File: config.mk
export PLATFORM = sky130hd
export DESIGN_NAME = mii_sense_ctrl
export DESIGN_NICKNAME = d
export VERILOG_FILES = /design/src/rtl/sense_pkg.sv /design/src/rtl/col_qual.sv /design/src/rtl/sqe_gen.sv /design/src/rtl/ssd_lock.sv /design/src/rtl/mii_sense_ctrl.sv
export SDC_FILE = /design/constraint.sdc
export NUM_CORES = 1
export LEC_CHECK = 0
export ABC_AREA = 1
export BUFFER_PORTS_ARGS = -buffer_cell sky130_fd_sc_hd__buf_2
export CAP_MARGIN = 20
export CORE_MARGIN = 4
export CORE_UTILIZATION = 25
export CTS_BUF_LIST = sky130_fd_sc_hd__clkbuf_8
export DETAILED_ROUTE_END_ITERATION = 8
export PLACE_DENSITY = 0.41
export SLEW_MARGIN = 0
export SYNTH_ARGS = -nofsm -noshare
export SYNTH_HDL_FRONTEND = slang
export SYNTH_SLANG_ARGS = --single-unit
File: constraint.sdc
create_clock -name clk -period 3.2 [get_ports clk]
set_input_delay 0 -clock clk [delete_from_list [all_inputs] [get_ports clk]]
set_output_delay 0 -clock clk [all_outputs]
set_load 0.02 [all_outputs]
File: src/rtl/sense_pkg.sv
package sense_pkg;
    typedef enum logic [1:0] {CQ_IDLE, CQ_WAIT, CQ_HIT}    cq_state_t;
    typedef enum logic [1:0] {HB_IDLE, HB_DELAY, HB_PULSE} hb_state_t;
    typedef enum logic [1:0] {SD_HUNT, SD_ARMED, SD_LOCK}  sd_state_t;
endpackage

File: src/rtl/col_qual.sv
module col_qual
    import sense_pkg::*;
#(
    parameter int QUAL_BITS = 7
) (
    input  logic clk,
    input  logic rst,
    input  logic link_ok,
    input  logic bit_stb,
    input  logic spd_100,
    input  logic full_dup,
    input  logic tx_act,
    input  logic rx_vld,
    output logic col_hit
);
    localparam int CW = $clog2(QUAL_BITS + 1);

    cq_state_t state, nxt;
    logic [CW-1:0] cnt, cnt_n;
    logic rx_prev;
    logic coll_cond;

    assign coll_cond = !full_dup && tx_act && rx_vld;

    always_ff @(posedge clk) begin
        if (rst || !link_ok) begin
            state   <= CQ_IDLE;
            cnt     <= '0;
            rx_prev <= 1'b0;
        end else begin
            state   <= nxt;
            cnt     <= cnt_n;
            rx_prev <= rx_vld;
        end
    end

    always_comb begin
        nxt   = state;
        cnt_n = cnt;
        unique case (state)
            CQ_IDLE: begin
                if (coll_cond) begin
                    cnt_n = '0;
                    // transmit-first at 10 Mb/s is filtered; otherwise report at once
                    nxt   = (!spd_100 && !rx_prev) ? CQ_WAIT : CQ_HIT;
                end
            end
            CQ_WAIT: begin
                if (!coll_cond) begin
                    nxt   = CQ_IDLE;
                    cnt_n = '0;
                end else if (bit_stb) begin
                    if (cnt == CW'(QUAL_BITS - 1)) begin
                        nxt   = CQ_HIT;
                        cnt_n = '0;
                    end else begin
                        cnt_n = cnt + CW'(1);
                    end
                end
            end
            CQ_HIT: begin
                if (!coll_cond) nxt = CQ_IDLE;
            end
            default: nxt = CQ_IDLE;
        endcase
    end

    always_comb begin
        col_hit = (state == CQ_HIT);
    end

    p_fdx_no_hit_r1: assert property (@(posedge clk) disable iff (rst)
        full_dup |=> state != CQ_HIT);
    p_wait_bound_r2: assert property (@(posedge clk) disable iff (rst)
        (state == CQ_WAIT) |-> (cnt < CW'(QUAL_BITS)));
    p_rx_first_r3: assert property (@(posedge clk) disable iff (rst)
        (state == CQ_IDLE && coll_cond && rx_prev && link_ok) |=> state == CQ_HIT);
    p_hold_r4: assert property (@(posedge clk) disable iff (rst)
        (state == CQ_HIT && coll_cond && link_ok) |=> state == CQ_HIT);
    p_link_clear_r12: assert property (@(posedge clk) disable iff (rst)
        !link_ok |=> (state == CQ_IDLE && cnt == '0));
endmodule

File: src/rtl/sqe_gen.sv
module sqe_gen
    import sense_pkg::*;
#(
    parameter int DELAY_BITS = 10,
    parameter int PULSE_BITS = 10
) (
    input  logic clk,
    input  logic rst,
    input  logic link_ok,
    input  logic bit_stb,
    input  logic spd_100,
    input  logic hb_en,
    input  logic tx_act,
    output logic sqe
);
    localparam int MAXB = (DELAY_BITS > PULSE_BITS) ? DELAY_BITS : PULSE_BITS;
    localparam int CW   = $clog2(MAXB + 1);

    hb_state_t state, nxt;
    logic [CW-1:0] cnt, cnt_n;
    logic tx_prev;
    logic tx_end;

    assign tx_end = tx_prev && !tx_act && hb_en && !spd_100;

    always_ff @(posedge clk) begin
        if (rst || !link_ok) begin
            state   <= HB_IDLE;
            cnt     <= '0;
            tx_prev <= 1'b0;
        end else begin
            state   <= nxt;
            cnt     <= cnt_n;
            tx_prev <= tx_act;
        end
    end

    always_comb begin
        nxt   = state;
        cnt_n = cnt;
        unique case (state)
            HB_IDLE: begin
                if (tx_end) begin
                    nxt   = HB_DELAY;
                    cnt_n = '0;
                end
            end
            HB_DELAY: begin
                if (tx_act) begin
                    nxt   = HB_IDLE;
                    cnt_n = '0;
                end else if (bit_stb) begin
                    if (cnt == CW'(DELAY_BITS - 1)) begin
                        nxt   = HB_PULSE;
                        cnt_n = '0;
                    end else begin
                        cnt_n = cnt + CW'(1);
                    end
                end
            end
            HB_PULSE: begin
                if (bit_stb) begin
                    if (cnt == CW'(PULSE_BITS - 1)) begin
                        nxt   = HB_IDLE;
                        cnt_n = '0;
                    end else begin
                        cnt_n = cnt + CW'(1);
                    end
                end
            end
            default: nxt = HB_IDLE;
        endcase
    end

    always_comb begin
        sqe = (state == HB_PULSE);
    end

    p_no_fast_hb_r5: assert property (@(posedge clk) disable iff (rst)
        (state == HB_IDLE && spd_100) |=> state == HB_IDLE);
    p_cancel_r6: assert property (@(posedge clk) disable iff (rst)
        (state == HB_DELAY && tx_act) |=> state == HB_IDLE);
    p_link_clear_r12: assert property (@(posedge clk) disable iff (rst)
        !link_ok |=> state == HB_IDLE);
endmodule

File: src/rtl/ssd_lock.sv
module ssd_lock
    import sense_pkg::*;
#(
    parameter int WIN = 10
) (
    input  logic clk,
    input  logic rst,
    input  logic link_ok,
    input  logic spd_100,
    input  logic bit_stb,
    input  logic rx_bit,
    input  logic eop,
    output logic locked
);
    localparam int CW = $clog2(WIN + 1);

    sd_state_t state, nxt;
    logic [CW-1:0] cnt, cnt_n;

    always_ff @(posedge clk) begin
        if (rst || !link_ok || !spd_100) begin
            state <= SD_HUNT;
            cnt   <= '0;
        end else begin
            state <= nxt;
            cnt   <= cnt_n;
        end
    end

    always_comb begin
        nxt   = state;
        cnt_n = cnt;
        if (eop) begin
            nxt   = SD_HUNT;
            cnt_n = '0;
        end else begin
            unique case (state)
                SD_HUNT: begin
                    if (bit_stb && !rx_bit) begin
                        nxt   = SD_ARMED;
                        cnt_n = '0;
                    end
                end
                SD_ARMED: begin
                    if (bit_stb) begin
                        if (!rx_bit) begin
                            if (cnt == '0) cnt_n = '0;   // adjacent zero re-arms
                            else           nxt   = SD_LOCK;
                        end else if (cnt == CW'(WIN - 1)) begin
                            nxt   = SD_HUNT;
                            cnt_n = '0;
                        end else begin
                            cnt_n = cnt + CW'(1);
                        end
                    end
                end
                SD_LOCK: nxt = SD_LOCK;
                default: nxt = SD_HUNT;
            endcase
        end
    end

    always_comb begin
        locked = (state == SD_LOCK);
    end

    p_rearm_r9: assert property (@(posedge clk) disable iff (rst)
        (state == SD_ARMED && bit_stb && !rx_bit && cnt == '0 && !eop && link_ok && spd_100)
        |=> (state == SD_ARMED && cnt == '0));
    p_eop_drop_r11: assert property (@(posedge clk) disable iff (rst)
        eop |=> state != SD_LOCK);
    p_window_r10: assert property (@(posedge clk) disable iff (rst)
        (state == SD_ARMED) |-> (cnt < CW'(WIN)));
    p_link_clear_r12: assert property (@(posedge clk) disable iff (rst)
        !link_ok |=> state == SD_HUNT);
endmodule

File: src/rtl/mii_sense_ctrl.sv
module mii_sense_ctrl #(
    parameter int QUAL_BITS  = 7,
    parameter int DELAY_BITS = 10,
    parameter int PULSE_BITS = 10,
    parameter int SSD_WIN    = 10
) (
    input  logic clk,
    input  logic rst,
    input  logic bit_stb,
    input  logic spd_100,
    input  logic full_dup,
    input  logic hb_en,
    input  logic tx_act,
    input  logic rx_vld,
    input  logic eop,
    input  logic link_ok,
    input  logic rx_bit,
    output logic crs,
    output logic col
);
    logic col_hit;
    logic sqe;
    logic ssd_ok;
    logic rx_carrier;

    col_qual #(.QUAL_BITS(QUAL_BITS)) u_col (
        .clk(clk), .rst(rst), .link_ok(link_ok), .bit_stb(bit_stb),
        .spd_100(spd_100), .full_dup(full_dup), .tx_act(tx_act),
        .rx_vld(rx_vld), .col_hit(col_hit)
    );

    sqe_gen #(.DELAY_BITS(DELAY_BITS), .PULSE_BITS(PULSE_BITS)) u_sqe (
        .clk(clk), .rst(rst), .link_ok(link_ok), .bit_stb(bit_stb),
        .spd_100(spd_100), .hb_en(hb_en), .tx_act(tx_act), .sqe(sqe)
    );

    ssd_lock #(.WIN(SSD_WIN)) u_ssd (
        .clk(clk), .rst(rst), .link_ok(link_ok), .spd_100(spd_100),
        .bit_stb(bit_stb), .rx_bit(rx_bit), .eop(eop), .locked(ssd_ok)
    );

    always_comb begin
        rx_carrier = spd_100 ? ssd_ok : rx_vld;
        crs = link_ok && !rst && (rx_carrier || (!full_dup && tx_act));
        col = link_ok && !rst && (col_hit || sqe);
    end

    p_fdx_tx_only_r7: assert property (@(posedge clk) disable iff (rst)
        (full_dup && !rx_vld && !spd_100) |-> !crs);
endmodule

==> Word level (Yosys, flattened, before mapping) <==
Index checks and enable logic that the tools add are counted.
W data, S select, Z words.
{ "totals": {"register_bits": 19, "latch_bits": 0, "ram_bits": 0, "rom_bits": 0, "in_bits": 11, "out_inout_bits": 2, "mem_count": 0} }
{ "op_classes": {"addsub": 3, "multipliers": 0, "n_div": 0, "magnitude_cmp": 0, "n_eq_ne": 23, "n_shift": 0, "n_mux": 37, "n_bitwise": 0, "n_reduce_logical": 35} }
{ "ops": {"columns": ["operator", "count"], "rows": [
  ["$mux W4", 9],
  ["$mux W2", 17],
  ["$pmux W2 S3", 3],
  ["$mux W3", 4],
  ["$ne A3 B3 Y1 const B", 4],
  ["$pmux W4 S3", 1],
  ["$reduce_and A4 Y1", 3],
  ["$logic_and A1 B1 Y1", 10],
  ["$ne A3 B2 Y1 const B", 3],
  ["$add A4 B1 Y4 const B", 2],
  ["$eq A4 B4 Y1 const B", 2],
  ["$ne A2 B1 Y1 const B", 4],
  ["$pmux W4 S2", 1],
  ["$logic_not A1 Y1", 7],
  ["$eq A2 B1 Y1 const B", 3],
  ["$eq A2 B2 Y1 const B", 3],
  ["$logic_not A2 Y1", 3],
  ["$ne A2 B2 Y1 const B", 3],
  ["$pmux W3 S2", 1],
  ["$reduce_and A5 Y1", 1],
  ["$logic_not A4 Y1", 1],
  ["$logic_or A1 B1 Y1", 4],
  ["$reduce_bool A2 Y1", 2],
  ["$add A3 B1 Y3 const B", 1],
  ["other kinds (6)", 6]
]} }

==> Logic depth before layout (Yosys ltp) <==
{ "logic_depth": {"depth_word": 6, "mapped_depth": 9, "depth_no_buf": 9} }

==> Cells and area by module <==
From an unflattened synthesis, not the netlist that was laid out.
{ "unflattened": {"cells_unflattened": 229, "area_unflattened_um2": 1446.4} }
{ "by_module_without_submodules": {"columns": ["mod", "instances", "cells_per_inst", "area_each_um2", "seq_area_each_um2"], "rows": [
  ["sqe_gen", 1, 86, 585.6, 140.1],
  ["ssd_lock", 1, 71, 440.4, 120.1],
  ["col_qual", 1, 61, 371.6, 120.1],
  ["mii_sense_ctrl", 1, 11, 48.8, 0.0]
]} }

==> Least setup slack after synthesis <==
OpenSTA, ideal clock, no wires.
{ "synth_path": {"kind": "flip-flop to flip-flop", "startpoint": "reg u_sqe.state[0]", "endpoint": "reg u_sqe.cnt[1]", "arrival_ns": 1.242, "required_ns": 3.090, "path_slack_ns": 1.847, "stages_incl_launch_ff": 9, "n_path_buf": 0, "synth_period_minus_slack_ns": 1.353, "cell_sequence": "dfxtp_1 > inv_1 > ha_1 > inv_1 > or2_4 > nand2_4 > o21ai_0 > nand2_1 > nor2_1"} }
{ "synth_via": {"elab_chain_len": 3, "word_cells_on_any_way": 7, "cone_classes": "3 x eq/ne; 1 x mux; 3 x reduce/logical"} }
{ "synth_rtl": {"columns": ["element", "line", "text"], "rows": [
  ["start: declaration", "sqe_gen.sv:19", "hb_state_t state, nxt;"],
  ["start signal: assignment", "sqe_gen.sv:32", "state <= nxt;"],
  ["$eq A2 B2 Y1 (tied with other cells)", "sqe_gen.sv:41", "unique case (state)"],
  ["$reduce_bool A3 Y1 (no line) or $ne A2 B1 Y1 (tied branches)", null, null],
  ["$reduce_and A2 Y1 (no line)", null, null],
  ["end signal: assignment", "sqe_gen.sv:33", "cnt <= cnt_n;"],
  ["end: declaration", "sqe_gen.sv:20", "logic [CW-1:0] cnt, cnt_n;"]
]} }
Several ways; a longest one is shown, not always the timed one.
A chain may end at the register's enable or synchronous reset.

==> Worst setup path in the final report <==
Same ends and word-level chain as after synthesis.

==> metrics.md <==
| Metric | Value |
|---|---|
| Gr usage total | 0.103 |
| I/O pin cnt | 13 |
| Commonest cells after routing, fill and taps aside | nand2_1 (57), inv_1 (34), nor2_1 (30) |
| Share of layout cells above drive strength 1 | 0.169 |
| Area Growth Syn to Fin | 13.0% |
| Clock share of power | 0.359 |
| Max incr delay on CP | approximately 0.36 ns |
| Flop pwr share | 0.504 |
| Worst Hold Class | in -> reg |
| Final Max Tran Viols | 0 |
| Setup bufs post-CTS | 0 |
| Worst Path Required | around 3.4 ns |
| Post-CTS Resized | 0 |
| Switching pwr | around 0.13 mW |
| Clock Sinks | 19 |
| RSZ-0062 raised after global routing | no |
| Vias | roughly 1200 |
| Final setup violation count | 0 |
| Simple-gate share of the synthesized area | 0.445 |
| Comb power frac | 0.137 |
| Crit path buffers/inverters | 2 |
| Vias in the first global route | ~1300 |
| Synth Area in Adders | 0.0817 |
| Reg2reg path depth | 9 |
| Net Sw Frac | 0.274 |
| GRT Residual Overflow | 0 |
| Worst setup SP type | register |
| Top Family by Delay on Critical Path | simple AND/OR/NAND/NOR gates |
| Levels on crit path | 9 |
| Status | completed |
| Power Density | a little over 300 nW/um2 |
| DR vias/cell | ~4.1 |
| Final ANT Viol Nets | 0 |
| Reg area | approximately 380 um2 |
| Largest net degree at the start of global routing | 13 |
| RD Place Congestion | about 0.73 |
| Nets@finish | between 200 and 300 |
| Compound-Gate Fraction of Synth Area | 0.0799 |
| CTS tree | done |
| DP Area | 1500 um2 |
| Fin area | 1560 um2 |
| CTS clk-pin slew, worst paths | around 0.070 ns |
| Synth Instances | around 220 |
| Cell-internal power | 0.350 mW |
| Worst-Skew Late Latency | ~0.26 ns |
| ANT cells | 0 |
| Synthesized area per cell | 6.38 um2 |
| TritonCTS Buffers | 3 |
| Die height | roughly 82 um |
| Detailed Route Iter0 Violations | 57 |
| CP Class | reg -> reg |
| Final clock skew | approximately 0.0054 ns |
| Net Count, Synth | approximately 240 |
| Largest family of logic cells by synthesized area | simple AND/OR/NAND/NOR gates |
| Port Buffers | 12 |
| Register area share after synthesis | 0.276 |
| Final period utilization | 0.478 |
| Slowest CP cell | dfxtp_1 |
| Crit-path cells | inv_1 > ha_1 > inv_1 > or2_4 > nand2_4 > nand2_2 > nand2_1 > nand2_1 > nor2_1 |
| Max_cap viols | 0 |
| Dpl hpwl | between 2000 and 2500 um |
| # rows | 26 |
| Multi-input logic area | between 800 and 900 um2 |
| DR WL/cell | between 9 and 10 um |
| Fillcell total | roughly 600 |
| Warnings from Yosys | 0 |
| Fmax | around 650 MHz |
| Commonest non-fill, non-tap cell in the layout | nand2_1 |
| First-pass GRT wire length | 5440 um |
| Worst slew pin tran | about 0.88 ns |
| CTS H-tree lvls | 1 |
| Final instance count without filler cells | around 300 |
| Placed Cells | ~300 |
| Die area | about 6800 um2 |
| Remaining DRCs | 0 |
| Hold Path Depth | 4 |
| Mux cell area share after synthesis | 0 |
| Fin crit period | approximately 1.5 ns |
| CTS max path bufs | 2 |
| Synthesized cell area | ~1400 um2 |
| Core Footprint | roughly 5200 um2 |
| Final wirelength | 2970 um |
| Worst vdd ir | between 0.00015 and 0.0002 V |
| Synthesized flop and latch total | 19 |
| Worst Setup End Kind | register |
| Antenna violations before repair | 0 |
| Initial cell density of the core | 0.263 |
| Root buffer cell | clkbuf_8 |
| DRT Pass-1 Iters | 4 |
| Critical path arrival | ~1.7 ns |
| Setup tns final | 0 ns |
| Xor/xnor share of the synthesized area | 0 |
| Final Hold Vio Count | 0 |
| Cell variety after synth | 28 |
| # hold bufs at CTS | 1 |
| Max_slew headroom | 0.414 |
| Die width | around 80 um |
| Worst-path maximum fanout | 9 |
| Lkg Pwr | between 0.7 and 0.8 nW |
==> per-stage QoR <==
| stage | hold slack (ns) | util | power, mW | setup WS, ns |
|---|---|---|---|---|
| finish | 0.0688 | 0.297 | 0.482 | 1.67 |
| global route | 0.0721 | 0.297 | 0.517 | 1.51 |
| CTS | 0.0600 | 0.297 | 0.495 | 1.66 |
| detailed placement | 0.277 | 0.286 | 0.314 | 1.68 |
| global placement | 0.287 | 0.286 | 0.316 | 1.69 |
| floorplan | 0.112 | - | 0.296 | 1.85 |
==> Yosys cell counts (all sizes together) <==
library cell	instances	area (um2)
ha	9	113
o21ai	4	20.0
nand3b	1	7.51
o21bai	2	26.3
a31oi	1	6.26
nand4	3	18.8
nor2	34	143
nand3	24	130
clkbuf	1	13.8
inv	35	131
nand2	67	287
clkinv	1	5.00
a21oi	10	57.6
nor3	1	5.00
nor3b	1	7.51
buf	1	11.3
or2	2	15.0
dfxtp	19	380
==> layer usage <==
layer,up-vias,track usage,wire [um]
li1,696,-,-
met1,534,0.139,1620
met2,13,0.160,1230
met3,4,0.0260,90
met4,0,0.0299,31
met5,-,0,0
==> final timing paths <==
path,start,endpoint,slack (ns)
hold reg to reg,u_sqe.cnt[0],u_sqe.cnt[0],0.51
setup / recovery,u_sqe.state[0],u_sqe.cnt[1],1.67
hold / removal,eop,u_ssd.state[0],0.07
setup reg to reg,u_sqe.state[0],u_sqe.cnt[1],1.67
==> tightest hold or removal path: stages <==
cell and delay, ns:
buf_2 0.09, nor2_1 0.04, nand2_1 0.10, a21oi_1 0.05
==> final cells by class <==
cell class	instances	share of cell area
inverters	36	0.0876
repair buffers	13	0.0450
clock buffers	3	0.0265
flip-flops and latches	19	0.244
clock inverters	1	0.00322
well taps	70	0.0563
multi-input cells	159	0.537
==> sequential cells by signal, summed over array words and instances, names as in the netlist <==
name,flops
u_col.rx_prev,1
u_col.cnt,3
u_ssd.cnt,4
u_sqe.tx_prev,1
u_col.state,2
u_sqe.cnt,4
u_sqe.state,2
u_ssd.state,2
==> cell families after synthesis <==
kind of cell | after synthesis
flops | 19
compound gates | 17
simple gates | 133
buf+inv | 38
fa+ha+maj | 9
==> power groups by stage <==
stage / combinational (mW) / sequential, mW / clock [mW]
finish: 0.0661 / 0.243 / 0.173
global route: 0.0775 / 0.243 / 0.196
CTS: 0.0672 / 0.243 / 0.185
detailed placement: 0.0660 / 0.248 / 0
global placement: 0.0674 / 0.248 / 0
floorplan: 0.0484 / 0.248 / 0
No activity file was read; power rests on OpenSTA's default activity.
